`src/rtl/tog_pkg.sv`:
```
package tog_pkg;
  localparam int NUM_CH = 12;
  localparam int CNT_W  = 8;
  localparam int DEPTH  = 64;
  localparam int SLOT_W = $clog2(DEPTH);
  localparam int IDX_W  = $clog2(NUM_CH);
  localparam logic [CNT_W-1:0] MIN_SEED = '1;

  typedef struct packed {
    logic             scan;    // process channel idx this cycle
    logic [IDX_W-1:0] idx;     // channel being processed
    logic             commit;  // event accepted: roll pass results over
  } ctrl_t;

  function automatic logic [CNT_W-1:0] initCount(int i);
    case (i)
      0: return CNT_W'(119);  1: return CNT_W'(126);  2: return CNT_W'(134);
      3: return CNT_W'(142);  4: return CNT_W'(150);  5: return CNT_W'(159);
      6: return CNT_W'(169);  7: return CNT_W'(179);  8: return CNT_W'(189);
      9: return CNT_W'(201); 10: return CNT_W'(213); default: return CNT_W'(225);
    endcase
  endfunction

  function automatic logic initOdd(int i);
    return (i == 0) || (i == 1) || (i == 4) || (i == 5) || (i == 8) || (i == 11);
  endfunction

  function automatic logic [CNT_W-1:0] smallestInit();
    logic [CNT_W-1:0] m;
    m = '1;
    for (int i = 0; i < NUM_CH; i++)
      if (initCount(i) < m) m = initCount(i);
    return m;
  endfunction
endpackage

```
`src/rtl/tog_control.sv`:
```
module tog_control
  import tog_pkg::*;
(
  input  logic  clk,
  input  logic  rst,
  input  logic  evReady,
  output logic  evValid,
  output ctrl_t ctrl
);
  typedef enum logic {S_SCAN, S_EMIT} state_t;
  state_t state;
  logic [IDX_W-1:0] idx;
  localparam logic [IDX_W-1:0] LAST = IDX_W'(NUM_CH - 1);

  always_ff @(posedge clk) begin
    if (rst) begin
      state <= S_SCAN;
      idx   <= '0;
    end else begin
      case (state)
        S_SCAN: begin
          if (idx == LAST) begin
            state <= S_EMIT;
            idx   <= '0;
          end else begin
            idx <= idx + 1'b1;
          end
        end
        default: begin
          if (evReady) state <= S_SCAN;
        end
      endcase
    end
  end

  assign evValid     = (state == S_EMIT);
  assign ctrl.scan   = (state == S_SCAN);
  assign ctrl.idx    = idx;
  assign ctrl.commit = evValid && evReady;

  // an offered event is not withdrawn before acceptance
  p_hold_valid_r6: assert property (@(posedge clk) disable iff (rst)
    evValid && !evReady |=> evValid);
  // scanning never addresses a channel beyond the last one
  p_idx_range_r8: assert property (@(posedge clk) disable iff (rst)
    ctrl.scan |-> idx <= LAST);
  // acceptance always starts a fresh scan at channel 0
  p_restart_r8: assert property (@(posedge clk) disable iff (rst)
    evValid && evReady |=> ctrl.scan && idx == '0);
endmodule

```
`src/rtl/tog_datapath.sv`:
```
module tog_datapath
  import tog_pkg::*;
(
  input  logic              clk,
  input  logic              rst,
  input  ctrl_t             ctrl,
  output logic [NUM_CH-1:0] prevMask,
  output logic [CNT_W-1:0]  minVal,
  output logic [SLOT_W-1:0] slot
);
  logic [CNT_W-1:0]  cnt [NUM_CH];
  logic [CNT_W-1:0]  tc  [NUM_CH];
  logic [1:0]        ph  [NUM_CH];   // two's complement: 0, +1 or -1
  logic [NUM_CH-1:0] togAcc;
  logic [CNT_W-1:0]  nextMin;

  logic [CNT_W-1:0] cntSel, tcSel, diff, postVal;
  logic             hit;

  assign cntSel  = cnt[ctrl.idx];
  assign tcSel   = tc[ctrl.idx];
  assign diff    = cntSel - minVal;
  assign hit     = (diff == '0);
  assign postVal = hit ? tcSel : diff;

  for (genvar g = 0; g < NUM_CH; g++) begin : g_chan
    logic sel;
    assign sel = ctrl.scan && (ctrl.idx == IDX_W'(g));
    always_ff @(posedge clk) begin
      if (rst) begin
        cnt[g] <= initCount(g);
        tc[g]  <= initCount(g);
        ph[g]  <= {1'b0, initOdd(g)};
      end else if (sel) begin
        if (hit) begin
          cnt[g] <= tc[g];
          tc[g]  <= tc[g] + {{(CNT_W-2){ph[g][1]}}, ph[g]};
          ph[g]  <= ~ph[g] + 2'd1;
        end else begin
          cnt[g] <= diff;
        end
      end
    end
  end

  always_ff @(posedge clk) begin
    if (rst) begin
      togAcc   <= '0;
      nextMin  <= MIN_SEED;
      minVal   <= smallestInit();
      prevMask <= '0;
      slot     <= '0;
    end else if (ctrl.commit) begin
      minVal   <= nextMin;
      prevMask <= togAcc;
      togAcc   <= '0;
      nextMin  <= MIN_SEED;
      slot     <= slot + 1'b1;
    end else if (ctrl.scan) begin
      togAcc <= togAcc | (NUM_CH'(hit) << ctrl.idx);
      if (postVal < nextMin) nextMin <= postVal;
    end
  end

  // the step never exceeds any remaining count
  p_no_underflow_r4: assert property (@(posedge clk) disable iff (rst)
    ctrl.scan |-> cntSel >= minVal);
  // a step is at least one time unit
  p_step_nonzero_r4: assert property (@(posedge clk) disable iff (rst)
    minVal != '0);
  // an expiring channel reloads to a nonzero count
  p_reload_nonzero_r5: assert property (@(posedge clk) disable iff (rst)
    ctrl.scan && hit |-> tcSel != '0);
endmodule

```
`src/rtl/tone_event_gen.sv`:
```
module tone_event_gen
  import tog_pkg::*;
(
  input  logic              clk,
  input  logic              rst,
  input  logic              evReady,
  output logic              evValid,
  output logic [NUM_CH-1:0] evMask,
  output logic [CNT_W-1:0]  evDelay,
  output logic [SLOT_W-1:0] evSlot
);
  ctrl_t            ctrl;
  logic [CNT_W-1:0] minVal;

  tog_control i_ctrl (
    .clk(clk), .rst(rst), .evReady(evReady), .evValid(evValid), .ctrl(ctrl)
  );

  tog_datapath i_dp (
    .clk(clk), .rst(rst), .ctrl(ctrl),
    .prevMask(evMask), .minVal(minVal), .slot(evSlot)
  );

  assign evDelay = minVal - 1'b1;

  // a stalled event keeps every field
  p_stall_stable_r6: assert property (@(posedge clk) disable iff (rst)
    evValid && !evReady |=> $stable(evMask) && $stable(evDelay) && $stable(evSlot));
  // one slot step per accepted event
  p_slot_step_r7: assert property (@(posedge clk) disable iff (rst)
    evValid && evReady |=> evSlot == $past(evSlot) + 1'b1);
  // no slot movement without acceptance
  p_slot_hold_r7: assert property (@(posedge clk) disable iff (rst)
    !(evValid && evReady) |=> $stable(evSlot));
endmodule

```
`config.mk`:
```
export PLATFORM = sky130hd
export DESIGN_NAME = tone_event_gen
export DESIGN_NICKNAME = d
export VERILOG_FILES = /design/src/rtl/tog_pkg.sv /design/src/rtl/tog_control.sv /design/src/rtl/tog_datapath.sv /design/src/rtl/tone_event_gen.sv
export SDC_FILE = /design/constraint.sdc
export NUM_CORES = 1
export LEC_CHECK = 0
export CORE_ASPECT_RATIO = 1.5
export CORE_MARGIN = 8
export CORE_UTILIZATION = 45
export DETAILED_ROUTE_END_ITERATION = 12
export GPL_ROUTABILITY_DRIVEN = 1
export PLACE_DENSITY_LB_ADDON = 0.12
export SLEW_MARGIN = 25
export SYNTH_ARGS = -nofsm -noshare
export SYNTH_HDL_FRONTEND = slang
export SYNTH_HIERARCHICAL = 1
export SYNTH_SLANG_ARGS = --single-unit
```
`constraint.sdc`:
```
create_clock -name clk -period 6.1 [get_ports clk]
set_input_delay 0.915 -clock clk [delete_from_list [all_inputs] [get_ports clk]]
set_output_delay 0.915 -clock clk [all_outputs]
set_load 0.005 [all_outputs]
```
==> qor.yml <==
outcome:
  status: "finished clean"
placed_design:
  io_buffer_count: 29
  preCtsSetupSlack_ns: 0.396
  placed_cell_area_um2: 14100
  hpwl_um: 27100
  gp_congestion: 0.913
grt:
  grt.overflow.total: 0
  grt_pass1_wl_um: 57100
  antenna_found_initial: 0
  grt_pass1_vias: 9502
  grt_usage_pct: 21.4
  grt_max_degree: 55
pwr:
  seqPwrFrac_pct: 39.6
  power_frac_comb_pct: 23.8
  power.total_w: 0.00470
  pwr-share-clk_pct: 36.6
  switching_share_pct: 31.0
  leakage_nw: 5.23
  power.switching_w: 0.00146
  internal_power_w: 0.00325
  power_density_nw_per_um2: 312
  ir_drop_mv: 0.196
drt:
  routed_wl_um: 37100
  drtAntennaViolNets: 0
  first_pass_iters: 5
  drc: 0
  vias: 9495
  viasPerCell: 5.75
  wl_per_cell_um: 22.5
  drt_iter0_markers: 730
synthesis:
  synth_area_um2: 13200
  synthDistinctLibCells: 59
  yosysSeqAreaShare_pct: 49.9
  synth_area_per_cell_um2: 11.1
  synth_edf_count: 186
  ys_async_sr_fraction_pct: 0
  synth.top_cell.area_share_pct: 42.2
  synth_cells: 1188
  synth_top_flop_cell: "edfxtp_1"
  synth.ff_latch_count: 237
  synthTopCellsByArea: "edfxtp_1 (42%), dfxtp_1 (7.7%), mux4_2 (7.1%), ha_1 (6.4%), nor2_1 (3.7%)"
  yosys_warnings: 6
  synth_top_area_cell: "edfxtp_1"
sta:
  fin_skew_ns: 0.0197
  finalSetupTns_ns: 0
  setup_violations: 0
  rsz0062_at_grt: "false"
  worst_pin_slew_ns: 0.945
  finalCriticalPeriod_ns: 5.74
  worst_slack_ns: 0.356
  report.final.slew_viol_count: 0
  timing.fmax_mhz: 174
  slew-limit-headroom_pct: 36.8
  fin_crit_sh_pct: 94.2
  hold_viol: 0
cts:
  post_cts_buffers: 0
  numCtsBuffers: 25
  clockBufferDepth: 3
  cts_tree: "done"
  cts.sinks: 237
  htree_levels: 1
  clk_latency_ns: 0.55
  ctsRootBufferMaster: "clkbuf_16"
  clk_pin_slew_ns: 0.07
floorplanning:
  ios: 30
  die_width_um: 156
  die_h_um: 226
  die-area_um2: 35300
  coreArea_um2: 29200
  start_util_pct: 45.3
  rows: 77
layout:
  finalNetCount: 1316
  area_growth_pct: 13.7
  num_antenna_cells: 0
  finalInstanceArea_um2: 15100
  fill_cells: 2592
  final_core_utilization_pct: 51.6
  drive_gt1_share_pct: 11.9
critical_path:
  worst-endpoint-required_ns: 6.56
  start_kind: "register"
  slowest_stage: "mux4_2"
  path_buf_inv: 1
  end_kind: "register"
  slowest_delay_ns: 0.53
  crit_top_cell: "nor2_1"
  critical_path_arrival_ns: 6.21
  crit_family: "simple AND/OR/NAND/NOR gates"
  path_max_fanout: 11
  critPathKind: "register to register"
  worstPathCellList: "mux4_2 > mux2i_1 > nor2_1 > a21oi_1 > ha_1 > inv_1 > fa_1 > a211oi_2 > nor2_1 > xor2_1 > or4_4 > or3_1 > o31ai_1 > ha_1 > a21o_1 > a21oi_1 > nor2_1 > or3_1 > nor2_1 > o31a_1 > nor3_1 > o21ai_1"
job:
  maxCapViolations: 0
worst_hold_path:
  hold_class: "register to register"
final timing paths:
kind,from,to,slack [ns],cells past startpoint
max reg2reg,i_ctrl/idx[0],i_dp/nextMin[5],0.36,22
min,i_dp/togAcc[11],i_dp/togAcc[11],0.47,2
min reg2reg,i_dp/togAcc[11],i_dp/togAcc[11],0.47,2
max,i_ctrl/idx[0],i_dp/nextMin[5],0.36,22
cells in the mapped netlist, drive strengths merged (24+ instances only):
library cell	number
edfxtp	186
nor2	130
nand2	123
a21oi	87
ha	68
o21ai	55
dfxtp	51
inv	48
mux4	42
buf	38
xor2	37
xnor2	35
mux2i	32
nand3	31
a211o	28
nor3	24
per-stage QoR:
step	instances	hold slack, ns
floorplan	1202	0.437
global placement	1606	0.457
detailed placement	1606	0.464
CTS	1651	0.482
global route	1651	0.492
finish	1651	0.473
flip-flops by register name, summed over array words and instances (netlist names), named ones only:
name            cells
i_ctrl/evValid      1
i_ctrl/idx          4
i_dp/cnt           91
i_dp/minVal         8
i_dp/nextMin        8
i_dp/ph             6
i_dp/prevMask      12
i_dp/slot           6
i_dp/tc            84
i_dp/togAcc        12
what timing repair did:
item / CTS / global route
resized for setup: 0 / 3
setup endpoints to repair: 0 / 6
hold buffers: 0 / 0
hold endpoints to repair: 0 / 0
tightest hold or removal path, cell delays in order (launching register included):
cell	delay [ns]
dfxtp_1	0.33
a21oi_1	0.04
nor2_1	0.07
cell usage in the layout (no fill, tap or decap), drive strengths merged, types with 31 or more instances in the layout:
cell type,netlist,layout
edfxtp,186,186
nor2,130,130
nand2,123,123
a21oi,87,87
ha,68,68
o21ai,55,55
inv,48,52
dfxtp,51,51
mux4,42,42
buf,38,41
xor2,37,37
xnor2,35,35
mux2i,32,32
nand3,31,31
cell families (layout without fill, tap and decap cells):
kind of cell               count (synthesis)  count (layout)  synth area share [%]
adders and majority gates                 75              75                  7.49
and+or+nand+nor                          389             389                  13.7
other                                      1              15                0.0283
buffers and inverters                    109             163                  3.54
DFF                                      237             237                  49.9
muxes                                     75              75                  9.65
AOI/OAI and AO/OA                        230             230                  10.8
xor gates and xnor gates                  72              72                  4.88
metal layers:
layer  global-route usage [%]  wire length (um)  vias up
met5                        0                 0        -
li1                         -                 -     4407
met3                     3.10              2140       94
met1                     24.3             13900     4661
met4                     12.5              2150        0
met2                     37.7             18900      333
power groups by stage:
stage | logic [W] | clock network (W) | registers [W]
6_report | 0.00112 | 0.00172 | 0.00186
2_1_floorplan | 0.000730 | 0 | 0.00187
3_3_place_gp | 0.00109 | 0 | 0.00189
3_5_place_dp | 0.00109 | 0 | 0.00190
4_1_cts | 0.00110 | 0.00175 | 0.00186
5_1_grt | 0.00122 | 0.00181 | 0.00187
final cells by class:
class	instances	area [um2]	share of cell area [%]
clock buffer	29	714	4.74
multi-input combinational	856	6220	41.3
inverter	48	180	1.20
timing repair buffer	70	618	4.11
clock inverter	16	216	1.44
tap	395	494	3.28
sequential	237	6610	43.9
Note: power is estimated with default switching activity, not from simulation.
